--- src/rtl/afr_pkg.sv ---
`timescale 1ns/1ps
package afr_pkg;
  localparam int DIV_TYPE_W  = 2;
  localparam int DIV_OVF_BIT = 0;
  localparam int DIV_DZ_BIT  = 1;

  localparam int FP_INV_CNT  = 9;
  localparam int FP_DIRECT   = 4;
  localparam int FP_STATUS_W = FP_INV_CNT + FP_DIRECT + 1;
  localparam int FP_DENORM   = FP_STATUS_W - 1;
  localparam int FP_MASK_W   = FP_DIRECT + 2;
  localparam int FP_M_INV    = 0;
  localparam int FP_M_DENORM = FP_MASK_W - 1;

  typedef enum logic [1:0] {
    TRAP_NONE   = 2'd0,
    TRAP_IEEE   = 2'd1,
    TRAP_DENORM = 2'd2
  } fp_trap_e;
endpackage

--- src/rtl/afr_sticky.sv ---
`timescale 1ns/1ps
module afr_sticky (
  input  logic clk,
  input  logic rst,
  input  logic set_i,
  input  logic wr_en_i,
  input  logic wr_data_i,
  output logic acc_o
);
  logic acc_q;

  always_ff @(posedge clk) begin
    if (rst)          acc_q <= 1'b0;
    else if (set_i)   acc_q <= 1'b1;
    else if (wr_en_i) acc_q <= wr_data_i;
  end

  assign acc_o = acc_q;

  // without a set or a write the bit keeps its value
  a_r5_hold: assert property (@(posedge clk) disable iff (rst)
    (!set_i && !wr_en_i) |=> (acc_q == $past(acc_q)));
  // a hardware set wins over a simultaneous software write
  a_r5_set_wins: assert property (@(posedge clk) disable iff (rst)
    set_i |=> acc_q);
endmodule

--- src/rtl/afr_div_path.sv ---
`timescale 1ns/1ps
module afr_div_path
  import afr_pkg::*;
#(
  parameter int REG_IDX_W = 6
) (
  input  logic                  clk,
  input  logic                  rst,
  input  logic                  valid_i,
  input  logic [DIV_TYPE_W-1:0] type_i,
  input  logic                  non_exc_i,
  input  logic [REG_IDX_W-1:0]  target_i,
  input  logic                  ovf_mask_en_i,
  output logic                  ovf_absorb_o,
  output logic                  done_o,
  output logic [DIV_TYPE_W-1:0] rem_o,
  output logic                  pend_valid_o,
  output logic [REG_IDX_W-1:0]  pend_idx_o,
  output logic                  irq_valid_o,
  output logic [DIV_TYPE_W-1:0] irq_type_o
);
  logic [DIV_TYPE_W-1:0] rem_c;
  logic                  absorb_c;
  logic                  fault_c;

  always_comb begin
    absorb_c = valid_i && type_i[DIV_OVF_BIT] && ovf_mask_en_i;
    rem_c    = type_i;
    if (absorb_c) rem_c[DIV_OVF_BIT] = 1'b0;
    fault_c  = valid_i && (|rem_c);
  end

  assign ovf_absorb_o = absorb_c;

  always_ff @(posedge clk) begin
    if (rst) begin
      done_o       <= 1'b0;
      rem_o        <= '0;
      pend_valid_o <= 1'b0;
      pend_idx_o   <= '0;
      irq_valid_o  <= 1'b0;
      irq_type_o   <= '0;
    end else begin
      done_o       <= valid_i;
      rem_o        <= valid_i ? rem_c : '0;
      pend_valid_o <= fault_c && non_exc_i;
      pend_idx_o   <= (fault_c && non_exc_i) ? target_i : '0;
      irq_valid_o  <= fault_c && !non_exc_i;
      irq_type_o   <= (fault_c && !non_exc_i) ? rem_c : '0;
    end
  end

  // a fault goes to exactly one of the two destinations
  a_r3_one_route: assert property (@(posedge clk) disable iff (rst)
    !(pend_valid_o && irq_valid_o));
  // an interrupt always carries a nonzero type
  a_r3_irq_type: assert property (@(posedge clk) disable iff (rst)
    irq_valid_o |-> (irq_type_o != '0));
  // an absorbed overflow never reappears in the remaining type
  a_r1_ovf_gone: assert property (@(posedge clk) disable iff (rst)
    absorb_c |=> !rem_o[DIV_OVF_BIT]);
  // requests only accompany a completed divide
  a_r4_done: assert property (@(posedge clk) disable iff (rst)
    (pend_valid_o || irq_valid_o) |-> done_o);
endmodule

--- src/rtl/afr_fp_map.sv ---
`timescale 1ns/1ps
module afr_fp_map
  import afr_pkg::*;
(
  input  logic                   clk,
  input  logic                   rst,
  input  logic                   valid_i,
  input  logic [FP_STATUS_W-1:0] status_i,
  output logic                   irq_valid_o,
  output logic [FP_MASK_W-1:0]   irq_mask_o,
  output logic [1:0]             irq_trap_o
);
  logic [FP_MASK_W-1:0] mask_c;
  fp_trap_e             trap_c;

  assign mask_c[FP_M_INV]    = |status_i[FP_INV_CNT-1:0];
  assign mask_c[FP_M_DENORM] = status_i[FP_DENORM];

  for (genvar k = 0; k < FP_DIRECT; k++) begin : g_direct
    assign mask_c[FP_M_INV+1+k] = status_i[FP_INV_CNT+k];
  end

  always_comb begin
    trap_c = status_i[FP_DENORM] ? TRAP_DENORM : TRAP_IEEE;
  end

  always_ff @(posedge clk) begin
    if (rst) begin
      irq_valid_o <= 1'b0;
      irq_mask_o  <= '0;
      irq_trap_o  <= TRAP_NONE;
    end else if (valid_i && (|mask_c)) begin
      irq_valid_o <= 1'b1;
      irq_mask_o  <= mask_c;
      irq_trap_o  <= trap_c;
    end else begin
      irq_valid_o <= 1'b0;
      irq_mask_o  <= '0;
      irq_trap_o  <= TRAP_NONE;
    end
  end

  // a request always carries a nonzero mask
  a_r9_mask_nz: assert property (@(posedge clk) disable iff (rst)
    irq_valid_o |-> (irq_mask_o != '0));
  // the denormal code appears exactly with the denormal mask bit
  a_r8_trap: assert property (@(posedge clk) disable iff (rst)
    irq_valid_o |-> ((irq_trap_o == TRAP_DENORM) == irq_mask_o[FP_M_DENORM]));
  // no request, no payload
  a_r9_idle: assert property (@(posedge clk) disable iff (rst)
    !irq_valid_o |-> (irq_mask_o == '0 && irq_trap_o == TRAP_NONE));
endmodule

--- src/rtl/arith_fault_router.sv ---
`timescale 1ns/1ps
module arith_fault_router
  import afr_pkg::*;
#(
  parameter int REG_IDX_W = 6
) (
  input  logic                   clk,
  input  logic                   rst,
  input  logic                   div_valid,
  input  logic [DIV_TYPE_W-1:0]  div_type,
  input  logic                   div_non_exc,
  input  logic [REG_IDX_W-1:0]   div_target,
  input  logic                   ovf_mask_en,
  input  logic                   fp_valid,
  input  logic [FP_STATUS_W-1:0] fp_status,
  input  logic                   sticky_wr_en,
  input  logic                   sticky_wr_data,
  output logic                   accum_exc,
  output logic                   div_done,
  output logic [DIV_TYPE_W-1:0]  div_rem_type,
  output logic                   pend_set_valid,
  output logic [REG_IDX_W-1:0]   pend_set_idx,
  output logic                   div_irq_valid,
  output logic [DIV_TYPE_W-1:0]  div_irq_type,
  output logic                   fp_irq_valid,
  output logic [FP_MASK_W-1:0]   fp_irq_mask,
  output logic [1:0]             fp_irq_trap
);
  logic ovf_absorb;

  afr_div_path #(.REG_IDX_W(REG_IDX_W)) u_div (
    .clk           (clk),
    .rst           (rst),
    .valid_i       (div_valid),
    .type_i        (div_type),
    .non_exc_i     (div_non_exc),
    .target_i      (div_target),
    .ovf_mask_en_i (ovf_mask_en),
    .ovf_absorb_o  (ovf_absorb),
    .done_o        (div_done),
    .rem_o         (div_rem_type),
    .pend_valid_o  (pend_set_valid),
    .pend_idx_o    (pend_set_idx),
    .irq_valid_o   (div_irq_valid),
    .irq_type_o    (div_irq_type)
  );

  afr_sticky u_sticky (
    .clk       (clk),
    .rst       (rst),
    .set_i     (ovf_absorb),
    .wr_en_i   (sticky_wr_en),
    .wr_data_i (sticky_wr_data),
    .acc_o     (accum_exc)
  );

  afr_fp_map u_fp (
    .clk         (clk),
    .rst         (rst),
    .valid_i     (fp_valid),
    .status_i    (fp_status),
    .irq_valid_o (fp_irq_valid),
    .irq_mask_o  (fp_irq_mask),
    .irq_trap_o  (fp_irq_trap)
  );

  // the sticky bit rises only from a masked overflow or a software write of 1
  a_r1_rise: assert property (@(posedge clk) disable iff (rst)
    $rose(accum_exc) |-> $past((div_valid && div_type[DIV_OVF_BIT] && ovf_mask_en)
                               || (sticky_wr_en && sticky_wr_data)));
  // divide outputs stay quiet when no divide was presented
  a_r10_div_quiet: assert property (@(posedge clk) disable iff (rst)
    !div_valid |=> (!div_done && !pend_set_valid && !div_irq_valid));
endmodule

--- config.mk ---
export PLATFORM = sky130hd
export DESIGN_NAME = arith_fault_router
export DESIGN_NICKNAME = d
export VERILOG_FILES = /design/src/rtl/afr_pkg.sv /design/src/rtl/afr_sticky.sv /design/src/rtl/afr_div_path.sv /design/src/rtl/afr_fp_map.sv /design/src/rtl/arith_fault_router.sv
export SDC_FILE = /design/constraint.sdc
export NUM_CORES = 1
export LEC_CHECK = 0
export ABC_AREA = 1
export BUFFER_PORTS_ARGS = -buffer_cell sky130_fd_sc_hd__buf_4
export CORE_UTILIZATION = 34
export DETAILED_ROUTE_END_ITERATION = 10
export PLACE_DENSITY = 0.76
export SETUP_SLACK_MARGIN = 0.15
export SLEW_MARGIN = 20
export SYNTH_ARGS = -nofsm -noshare
export SYNTH_HDL_FRONTEND = slang
export SYNTH_SLANG_ARGS = --single-unit
--- constraint.sdc ---
create_clock -name clk -period 0.8 [get_ports clk]
set_clock_uncertainty 0.15 [all_clocks]
set_input_delay 0.04 -clock clk [delete_from_list [all_inputs] [get_ports clk]]
set_output_delay 0.04 -clock clk [all_outputs]
set_load 0.03 [all_outputs]
==> summary.txt <==
Pwr
  • P_leak: 0.736 nW
  • Pwr dens: 1560 nW/um^2
  • Reported net switching power: 0.549 mW
  • Combinational Power Share: 20.6%
  • Int Power: 1.66 mW
  • Sw Share: 24.9%
  • Reg power frac: 52.7%
  • VDD IR-drop max: 922 uV
  • Clock power share: 26.7%

Logic synthesis
  • Synth Area in Adders: 0%
  • Synth top area share: 60.4%
  • Number of synthesized register bits: 22
  • Cells after Synth: 85
  • Yosys cell types: 16
  • Post-synthesis compound-gate area fraction: 3.26%
  • Xor/xnor share of the synthesized area: 0%
  • Avg Cell Area, Syn: 8.58 sq um
  • Synthesis Warnings: 0
  • Synth Cell Area: 729 sq um
  • Largest cells by area after synthesis: dfxtp_1, nor2_1, inv_1, nand2_1, nand2_2
  • Leading area contributor after synthesis: dfxtp_1
  • Main combinational cell family by area after synthesis: simple AND/OR/NAND/NOR gates
  • Syn nets: 115
  • Multiplexer share of the synthesized area: 0%
  • Post-Synth Simple-Gate Area: 25.0%
  • Post-synthesis sequential area ratio: 60.4%

Timing
  • WHS: -0.254 ns
  • RSZ-0062 raised after global routing: yes
  • Setup Viol. Count Final: 24
  • Max Freq: 1010 MHz
  • Slew @ Worst Pin: 0.133 ns
  • Clock period minus worst slack: 0.986 ns
  • Relative slew slack: 91.1%
  • Final WS setup: -0.186 ns
  • Final hold viol count: 22
  • Pins over their slew limit: 0
  • Tcrit/Tclk final: 123%

Critical path
  • Worst-path cell chain: buf_6
  • CP delay by family, top: flip-flops
  • CP endpoint kind: primary output
  • Max stage delay on crit path: 0.36 ns
  • CP max-delay cell: dfxtp_4
  • CP required: 0.61 ns
  • CP max FO: 2
  • RR Startpoint: u_sticky.acc_o$_SDFFE_PP0P_
  • Cells on worst reg2reg path: 3
  • Crit start category: flop
  • FF-to-FF setup slack: -0.07 ns
  • Crit path buf inv count: 1
  • Reg2reg end: u_sticky.acc_o$_SDFFE_PP0P_
  • Arr. time, crit path: 0.80 ns
  • Crit Path Class: flop to primary output

GRT
  • Initial antenna violation count: 0
  • Largest net degree at the start of global routing: 13
  • Vias in the first global route: 796
  • GR Overflow Total: 0
  • Global-route usage over all layers: 17.7%
  • First-pass GRT wire length: 3080 microns

Layout
  • Nets: 178
  • Area of the multi-input gates: 245 sq um
  • Final non-filler cell total: 174
  • P&R area growth vs syn: 93.1%
  • Commonest non-fill, non-tap cell in the layout: buf_4
  • FILL cells: 162
  • FF/Latch Area: 473 sq um
  • Antenna fix cells: 0
  • Layout cell share with drive strength beyond 1: 68.0%
  • Most frequent cells in the layout: buf_4, buf_6, dfxtp_2, inv_1, nor2_1

Placed design
  • Placed cells: 169
  • Pre-CTS WS: -0.153 ns
  • DP HPWL: 1350 microns
  • # port buffers: 52
  • GP Congestion: 0.737

Clocking
  • Clk slew on worst S/H paths: 0.11 ns
  • CTS tree: built
  • Worst-Skew Late Latency: 0.30 ns
  • Clock root cell: clkbuf_4
  • H-tree depth: 1
  • TritonCTS Buffers: 3
  • CTS sink cnt: 22
  • CTS Buffer Depth: 2

Die
  • Die Y: 48.3 microns
  • Die ar.: 2330 sq um
  • DIE WIDTH: 48.3 microns
  • CORE AREA: 1980 sq um
  • IO Count: 53
  • Initial core utilization: 36.8%
  • Core Rows: 16

Worst hold path
  • Hold path endpoint: u_fp.irq_trap_o[0]$_SDFF_PP0_
  • Hold WC Path Type: input port to flop
  • Hold path depth: 2
  • Hold path start: fp_status[13]

Job
  • Max-Cap Viols: 0

Routing
  • Initial DRC Count: 8
  • DRC Markers: 0
  • Final ANT Viol Nets: 0
  • WL/cell: 10.2 microns
  • WL final: 1770 microns
  • First-pass DRT Iterations: 3
  • Routed vias: 722
  • Drt via density: 4.15

Run status
  • Failing checks: hold timing, setup timing
  • Run status: complete, but fails checks
## cells in the mapped netlist
| cell | number |
|---|---|
| dfxtp_1 | 22 |
| nor2_1 | 21 |
| inv_1 | 19 |
| nand2_1 | 7 |
| nand2_2 | 4 |
| a21oi_1 | 2 |
| a21oi_2 | 1 |
| buf_4 | 1 |
| inv_2 | 1 |
| nand3_1 | 1 |
| nand3_2 | 1 |
| nand3_4 | 1 |
| nor2_2 | 1 |
| nor3_1 | 1 |
| o21ai_0 | 1 |
| or2_4 | 1 |
## power groups by stage
stage | registers, mW | clock network, mW | logic, mW
2_1_floorplan | 1.26 | 0 | 0.0988
3_3_place_gp | 1.17 | 0 | 0.407
3_5_place_dp | 1.17 | 0 | 0.417
4_1_cts | 1.16 | 0.606 | 0.453
5_1_grt | 1.17 | 0.668 | 0.486
6_report | 1.16 | 0.588 | 0.454
## cells by family (layout without fill, tap and decap cells)
| logic type | after synthesis | count (layout) |
|---|---|---|
| flip-flops | 22 | 22 |
| AND/OR/NAND/NOR | 38 | 38 |
| AO/OA/AOI/OAI | 4 | 4 |
| buffers and inverters | 21 | 83 |
## timing repair
action                     CTS  global route
hold endpoints to repair    22            22
pin swaps                    0             3
setup endpoints to repair   24            25
gates resized for setup     44             2
setup buffers                1             0
## routing by layer
layer  vias to the layer above  share of wire, %  wire (microns)  track usage [%]
met5                         -                 0               0                0
met1                       310                35             612             14.3
met2                        38                57            1010             37.3
li1                        370                 -               -                -
met4                         0               1.9              33             10.3
met3                         4               6.4             113             4.09
## worst max path at each step
stage | cells after the start | endpoint | from | slack, ns
CTS | 1 | fp_irq_trap[1] | u_fp.irq_trap_o[1]$_SDFF_PP0_ | -0.19
floorplan | 2 | u_sticky.acc_o$_SDFFE_PP0P_ | u_sticky.acc_o$_SDFFE_PP0P_ | 0.002
finish | 1 | accum_exc | u_sticky.acc_o$_SDFFE_PP0P_ | -0.19
global route | 1 | fp_irq_mask[5] | u_fp.irq_trap_o[1]$_SDFF_PP0_ | -0.23
global placement | 7 | u_fp.irq_mask_o[2]$_SDFF_PP0_ | fp_status[7] | -0.11
detailed placement | 7 | u_fp.irq_trap_o[0]$_SDFF_PP0_ | fp_status[7] | -0.15
## state kept, by name (all words and copies together) (netlist names)
| signal | count |
|---|---|
| u_sticky.acc_o | 1 |
| u_div.pend_valid_o | 1 |
| u_div.irq_valid_o | 1 |
| u_fp.irq_trap_o | 2 |
| u_fp.irq_valid_o | 1 |
| u_div.irq_type_o | 2 |
| u_fp.irq_mask_o | 5 |
| u_div.done_o | 1 |
| u_div.pend_idx_o | 6 |
| u_div.rem_o | 2 |
## stage by stage
stage                     TNS, ns  power (mW)  area, sq um  utilization (%)  hold WS, ns
final                       -3.68        2.20         1410             71.1       -0.254
after global routing        -4.63        2.32         1410             71.1       -0.276
after CTS                   -3.94        2.22         1400             70.8       -0.262
after detailed placement    -1.13        1.59         1240             62.8       0.0773
after global placement     -0.783        1.58         1240             62.8       0.0587
after floorplan                 0        1.35          786                -      -0.0506
## area by class of cell
type / count / share of cell area [%]
Tap cell: 27 / 2.40
Inverter: 20 / 6.22
Timing Repair Buffer: 59 / 37.8
Sequential cell: 22 / 33.6
Clock buffer: 4 / 2.58
Multi-Input combinational cell: 42 / 17.4
Power figures use the tool's default switching activity.
